`src/rtl/dmac_slice.sv`:
```
`timescale 1ns/1ps
module dmac_slice #(
  parameter int AXW = 27,
  parameter int AYW = 27,
  parameter int AZW = 26,
  parameter int BXW = 18,
  parameter int BYW = 19,
  parameter int BZW = 18,
  parameter int RW = 64,
  parameter bit PRE_A = 1'b1,
  parameter bit PRE_B = 1'b1,
  parameter bit COEF_A_EN = 1'b0,
  parameter bit COEF_B_EN = 1'b0,
  parameter bit SCAN_SEL = 1'b0,
  parameter int RND_SHIFT = 17,
  parameter logic [8*AXW-1:0] COEF_A = '0,
  parameter logic [8*BXW-1:0] COEF_B = '0
) (
  input  logic          clk,
  input  logic [2:0]    ce,
  input  logic [1:0]    clr,
  input  logic [AXW-1:0] a_x,
  input  logic [AYW-1:0] a_y,
  input  logic [AZW-1:0] a_z,
  input  logic [BXW-1:0] b_x,
  input  logic [BYW-1:0] b_y,
  input  logic [BZW-1:0] b_z,
  input  logic [2:0]    sel_a,
  input  logic [2:0]    sel_b,
  input  logic          op_sub,
  input  logic          op_neg,
  input  logic          op_acc,
  input  logic          op_rnd,
  input  logic [AXW-1:0] scan_in,
  output logic [AXW-1:0] scan_out,
  input  logic [RW-1:0]  casc_in,
  output logic [RW-1:0]  casc_out,
  output logic [RW-1:0]  result
);
  localparam int BYZW = (BYW > BZW) ? BYW : BZW;
  localparam int AOPW = PRE_A ? AYW + 1 : AYW;
  localparam int BOPW = PRE_B ? BYZW + 1 : BYW;
  localparam int APW = AXW + AOPW;
  localparam int BPW = BXW + BOPW;
  localparam logic [RW-1:0] RND_VAL = {{(RW-1){1'b0}}, 1'b1} << RND_SHIFT;

  // input stage
  logic [AXW-1:0] ax_q, x_src;
  logic [AYW-1:0] ay_q;
  logic [AZW-1:0] az_q;
  logic [BXW-1:0] bx_q;
  logic [BYW-1:0] by_q;
  logic [BZW-1:0] bz_q;
  logic [2:0] sa_q, sb_q;
  logic [3:0] ctl1, ctl2;

  assign x_src = SCAN_SEL ? scan_in : a_x;

  always_ff @(posedge clk) begin
    if (clr[0]) begin
      ax_q <= '0; ay_q <= '0; az_q <= '0;
      bx_q <= '0; by_q <= '0; bz_q <= '0;
      sa_q <= '0; sb_q <= '0; ctl1 <= '0;
    end else if (ce[0]) begin
      ax_q <= x_src; ay_q <= a_y; az_q <= a_z;
      bx_q <= b_x; by_q <= b_y; bz_q <= b_z;
      sa_q <= sel_a; sb_q <= sel_b;
      ctl1 <= {op_rnd, op_acc, op_neg, op_sub};
    end
  end

  assign scan_out = ax_q;

  // operand formation
  logic signed [AXW-1:0]  ax_op;
  logic signed [AOPW-1:0] ay_op;
  logic signed [BXW-1:0]  bx_op;
  logic signed [BOPW-1:0] by_op;

  generate
    if (COEF_A_EN) begin : g_coef_a
      logic unused_sa;
      assign ax_op = COEF_A[int'(sa_q)*AXW +: AXW];
      assign unused_sa = 1'b0;
    end else begin : g_data_a
      logic unused_sa;
      assign ax_op = ax_q;
      assign unused_sa = ^sa_q;
    end
    if (COEF_B_EN) begin : g_coef_b
      logic unused_bx;
      assign bx_op = COEF_B[int'(sb_q)*BXW +: BXW];
      assign unused_bx = ^bx_q;
    end else begin : g_data_b
      logic unused_sb;
      assign bx_op = bx_q;
      assign unused_sb = ^sb_q;
    end
    if (PRE_A) begin : g_pre_a
      assign ay_op = $signed({ay_q[AYW-1], ay_q})
                   + $signed({{(AOPW-AZW){az_q[AZW-1]}}, az_q});
    end else begin : g_nopre_a
      logic unused_az;
      assign ay_op = ay_q;
      assign unused_az = ^az_q;
    end
    if (PRE_B) begin : g_pre_b
      assign by_op = $signed({{(BOPW-BYW){by_q[BYW-1]}}, by_q})
                   + $signed({{(BOPW-BZW){bz_q[BZW-1]}}, bz_q});
    end else begin : g_nopre_b
      logic unused_bz;
      assign by_op = by_q;
      assign unused_bz = ^bz_q;
    end
  endgenerate

  // pipeline stage: products
  logic signed [APW-1:0] pa_d, pa_q;
  logic signed [BPW-1:0] pb_d, pb_q;
  assign pa_d = ax_op * ay_op;
  assign pb_d = bx_op * by_op;

  always_ff @(posedge clk) begin
    if (clr[1]) begin
      pa_q <= '0; pb_q <= '0; ctl2 <= '0;
    end else if (ce[1]) begin
      pa_q <= pa_d; pb_q <= pb_d; ctl2 <= ctl1;
    end
  end

  // output stage: combine, chain, accumulate, round
  logic [RW-1:0] pa_x, pb_x, psum, acc_t, base, tot, res_q;
  assign pa_x  = {{(RW-APW){pa_q[APW-1]}}, pa_q};
  assign pb_x  = {{(RW-BPW){pb_q[BPW-1]}}, pb_q};
  assign psum  = ctl2[0] ? pb_x - pa_x : pa_x + pb_x;
  assign acc_t = ctl2[2] ? res_q : '0;
  assign base  = casc_in + acc_t;
  assign tot   = (ctl2[1] ? base - psum : base + psum) + (ctl2[3] ? RND_VAL : '0);

  always_ff @(posedge clk) begin
    if (clr[1]) res_q <= '0;
    else if (ce[2]) res_q <= tot;
  end

  assign result   = res_q;
  assign casc_out = res_q;

  // scan register loads the selected x source
  p_scan_load_r9: assert property (@(posedge clk) disable iff (&clr)
    (ce[0] && !clr[0]) |=> scan_out == $past(x_src));
  // disabled stages hold
  p_hold_in_r10: assert property (@(posedge clk) disable iff (&clr)
    (!ce[0] && !clr[0]) |=> $stable(scan_out));
  p_hold_out_r10: assert property (@(posedge clk) disable iff (&clr)
    (!ce[2] && !clr[1]) |=> $stable(result));
  // clears win over enables
  p_clear_out_r11: assert property (@(posedge clk) disable iff (&clr)
    clr[1] |=> result == '0);
  p_clear_in_r11: assert property (@(posedge clk) disable iff (&clr)
    clr[0] |=> scan_out == '0);
endmodule

```
`config.mk`:
```
export PLATFORM = sky130hd
export DESIGN_NAME = dmac_slice
export DESIGN_NICKNAME = d
export VERILOG_FILES = /design/src/rtl/dmac_slice.sv
export SDC_FILE = /design/constraint.sdc
export NUM_CORES = 2
export LEC_CHECK = 0
export BUFFER_PORTS_ARGS = -buffer_cell sky130_fd_sc_hd__clkbuf_2
export CAP_MARGIN = 10
export CELL_PAD_IN_SITES_DETAIL_PLACEMENT = 1
export CELL_PAD_IN_SITES_GLOBAL_PLACEMENT = 2
export CORE_MARGIN = 8
export CORE_UTILIZATION = 40
export CTS_CLUSTER_DIAMETER = 80
export DETAILED_ROUTE_END_ITERATION = 10
export PLACE_DENSITY = 0.85
export SLEW_MARGIN = 20
export SYNTH_ARGS = -nofsm -noshare
export SYNTH_HDL_FRONTEND = slang
export SYNTH_SLANG_ARGS = --single-unit
export TNS_END_PERCENT = 1
```
`constraint.sdc`:
```
create_clock -name clk -period 15.1 [get_ports clk]
set_input_delay 0.755 -clock clk [delete_from_list [all_inputs] [get_ports clk]]
set_output_delay 0.755 -clock clk [all_outputs]
set_load 0.02 [all_outputs]
```
Word level (Yosys, flattened, before mapping)
Index checks and enable logic that the tools add are counted.
{"block": "word_totals", "ff_bits": 300, "output_inout_bits": 155}
{"block": "op_classes", "addsub": 8, "multipliers": 2, "n_mux": 4}
{"cell": "2-to-1 mux 64 bit", "n": 3}
{"cell": "adder 64 bit", "n": 2}
{"cell": "adder 64 x 18 -> 64 bit", "n": 1}
{"cell": "subtractor 64 bit", "n": 1}
{"cell": "adder 55 x 38 -> 56 bit", "n": 1}
{"cell": "subtractor 38 x 55 -> 56 bit", "n": 1}
{"cell": "multiplier 27 x 28 -> 55 bit", "n": 1}
{"cell": "multiplier 18 x 20 -> 38 bit", "n": 1}
{"cell": "adder 27 x 26 -> 28 bit", "n": 1}
{"cell": "adder 19 x 18 -> 20 bit", "n": 1}
{"cell": "2-to-1 mux 18 bit", "n": 1}

Logic depth before layout (Yosys ltp)
{"block": "depth", "ltp_word": 5, "depth_mapped": 45, "depth_no_buf": 43}

Worst setup path after synthesis
No wires, ideal clock.
{"block": "synth_path", "path_kind": "register to register", "from": "register ay_q[0]", "to": "register pa_q[54]", "setup_ns": 0.120, "t_arrival_ns": 9.746, "required_time_ns": 14.980, "setup_slack_ns": 5.234, "path_stages_with_launch": 43, "n_path_buf": 1, "synth_period_minus_slack_ns": 9.866, "path_cell_list": "dfxtp_1 ha_1 fa_1 a21o_1 a21oi_1 o21bai_1 a21oi_1 o21bai_1 a21oi_1 nor2b_1 o21ai_0 a211oi_1 o21ai_0 a31oi_1 o21a_1 o21ai_1 clkbuf_1 nand3_1 [... 7 more ...] fa_1 inv_1 fa_1 ha_1 a21o_1 a21o_1 a21o_1 a21o_1 a21o_1 a21o_1 a21oi_1 a21oi_1 o2111ai_1 a21oi_1 o2111ai_1 a21boi_0 o21a_1 o31a_1"}
{"block": "synth_between", "elab_chain_cells": 2}
{"element": "from (decl)", "line_no": "49", "source": "logic [AYW-1:0] ay_q;"}
{"element": "from (signal assigned)", "line_no": "65", "source": "ax_q <= x_src; ay_q <= a_y; az_q <= a_z;"}
{"element": "adder 27 x 26 -> 28 bit", "line_no": "101", "source": "+ $signed({{(AOPW-AZW){az_q[AZW-1]}}, az_q});"}
{"element": "multiplier 27 x 28 -> 55 bit", "line_no": "120", "source": "assign pa_d = ax_op * ay_op;"}
{"element": "to (signal assigned)", "line_no": "127", "source": "pa_q <= pa_d; pb_q <= pb_d; ctl2 <= ctl1;"}
{"element": "to (decl)", "line_no": "118", "source": "logic signed [APW-1:0] pa_d, pa_q;"}
No other way between the ends.
A chain may end at the register's enable or synchronous reset.

Worst setup path after layout
{"block": "layout_path", "from": "register ay_q[1]", "to": "register pa_q[54]"}
The elaborated chain is that of the path after synthesis.

==> metrics.txt <==
status=finished, final reports clean; most common cell in the synthesized netlist=inv_1; Final HPWL DP=167700 µm; combinational share of power=0.821; Setup Viol. Count Final=0; Peak VDD IR=132.7 µV; post-cts hold buffer count=0; post-synthesis cell type with the largest combined area=fa_1; crit path kind=reg -> reg; min-delay worst type=in -> reg; I/O Buffers=363; Layout area overhead=7.897%; clock buffer depth=3; wirelength, routed=between 200000 and 250000 µm; CTS tree=built; All-Layer GR Usage=0.2274; final net count=9803; die width=424.8 µm; Max Slew Vio Count=0; synth top area cells=fa_1 (34%), ha_1 (9.3%), dfxtp_1 (9.0%), inv_1 (6.8%), nand2_1 (5.5%); Worst path slowest cell=ha_1; Initial Util=0.4012; post-synth cell types=108; RSZ-0062 raised after global routing=false; Core Area=between 150000 and 200000 µm²; top-area cell type share of the netlist area=0.3449; first drt pass iteration count=5; I/O pin count=397; placer's final routability congestion estimate=0.8756; required time of the worst setup path=15.64 ns; Rows=150; CTS Sinks=300; cells after synthesis=7834; post-route setup slack=3.033 ns; Pwr Total=about 0.013 W; cts repair resizes=0; Leak=33.90 nW; largest net degree at the start of global routing=90; Post-Syn Area per Cell=8.535 µm²; Syn. warnings=0; Sw Ratio=0.5504; diode count=0; Syn Std Cell Area=66860 µm²; synthesized net count=9727; Post-DRT Antenna Nets=0; Post-CTS Setup Bufs=0; top cells by count, synth=inv_1 (1216), fa_1 (1152), nand2_1 (986); routed wire length per instance=20.19 µm; setup_tns=0 ns; initial antenna violation count=1; fin crit share=0.7991; main flop type after synthesis=dfxtp_1; dpl ws=around 2.9 ns; via/cell ratio=5.350; Post-synth EDFFs=0; crit-path max cell delay=between 0.8 and 0.9 ns; slew margin rel.=0.2408; asr flop ratio synth=0; die area=between 150000 and 200000 µm²; DP Cell Count=between 10000 and 15000; Remaining Overflow, GRT=0; CP top delay family=compound AO/OA/AOI/OAI gates; Fin. Hold Viols=0; Layout Skew=0.03172 ns; DR vias=54299; Iter 0 DRT Violations=~2500; residual DRC count=0; Seq pwr share=0.090; hold_ws=0.3340 ns; die height=424.8 µm; Worst path most repeated cell=fa_1; Critical Path AT=between 10 and 15 ns; final std cells w/o fill=roughly 10000; sequential fraction of the synthesis area=0.08982; first-pass GRT wire length=334700 µm; CTS clk-pin slew, worst paths=approximately 0.060 ns; Power Internal=0.006001 W; crit path launch type=register; highest clock rate=82.87 MHz; clock share of power=0.089; CTS root buf=clkbuf_16; sw power=0.007348 W; Yosys reg bits=300; Tmin final=roughly 12 ns; Max Cap Viol=0; worst-path fanout max=32; H-Tree Depth=2; vias in the first global route=between 60000 and 70000; crit path capture type=register; layout cells sized above 1=0.08067; Clk Latency, worst-skew pair=0.66 ns; CP bufs+invs=5; PwrDens=185.0 nW/µm²; worst slew pin tran=1.137 ns; cts bufs inserted=44
registers in the layout, indices dropped and copies added, names as in the netlist:
signal    flops
by_q         19
pb_q         38
ctl1          4
bx_op        18
bz_q         18
az_q         26
scan_out     27
ay_q         27
ctl2          4
casc_out     64
pa_q         55
power by group through the flow:
stage	Sequential [W]	Clock, W	Combinational [W]
after floorplan	0.00118	0	0.00802
after global placement	0.00121	0	0.0106
after detailed placement	0.00122	0	0.0109
after CTS	0.00121	0.00123	0.0110
after global routing	0.00123	0.00126	0.0122
final	0.00121	0.00119	0.0110
worst paths after layout:
path | start | to | slack [ns] | cells after the start
worst max-delay path | ay_q[1]$_SDFFE_PP0P_ | pa_q[54]$_SDFFE_PP0P_ | 3.03 | 39
worst min-delay path | b_y[6] | by_q[6]$_SDFFE_PP0P_ | 0.33 | 3
worst max register to register | ay_q[1]$_SDFFE_PP0P_ | pa_q[54]$_SDFFE_PP0P_ | 3.03 | 39
worst min register to register | pb_q[0]$_SDFFE_PP0P_ | pb_q[0]$_SDFFE_PP0P_ | 0.47 | 2
placed cells by master, fill, tap and decap left out, drive strengths merged, types with 90 or more instances in the layout:
cell,netlist,routed
fa,1152,1152
o21ai,179,179
and2,401,401
inv,1216,1224
mux2i,234,234
ha,499,499
buf,115,90
nor3,96,96
nor2,517,517
nand3,110,110
clkbuf,304,412
a21o,155,155
xnor2,316,316
dfxtp,300,300
xor2,99,99
a21oi,361,361
nand2,986,986
layout make-up:
type	instances	area [µm²]
Clock inverter	29	471.7
Sequential cell	300	6016
Timing Repair Buffer	449	2485
Inverter	1216	4564
Tap cell	2204	2758
Multi-Input combinational cell	5899	54660
Clock buffer	53	1185
Fill cell	19786	94520
kinds of logic after synthesis:
logic type	count (synthesis)	synth area share
flops	300	0.08982
xor+xnor	416	0.05470
compound gates	1114	0.1098
fa+ha+maj	1651	0.4383
simple gates	2478	0.1754
buf+inv	1635	0.09594
mux	240	0.03604
per-stage QoR:
step | util | cell area [µm²]
finish | 0.4329 | 72140
global placement | 0.4229 | 70480
floorplan | - | 66860
detailed placement | 0.4229 | 70480
CTS | 0.4329 | 72140
global route | 0.4329 | 72140
routing by layer:
layer,vias up,track usage,routed length [µm]
met1,27832,0.2951,90360
met5,-,0,0
li1,25036,-,-
met2,1106,0.3961,99010
met3,325,0.03114,9180
met4,0,0.06584,6393
worst min-delay path, stage by stage:
cell	delay, ns
clkbuf_2	0.07
mux2i_1	0.05
nor2_1	0.07
Note: power is estimated with default switching activity, not from simulation.
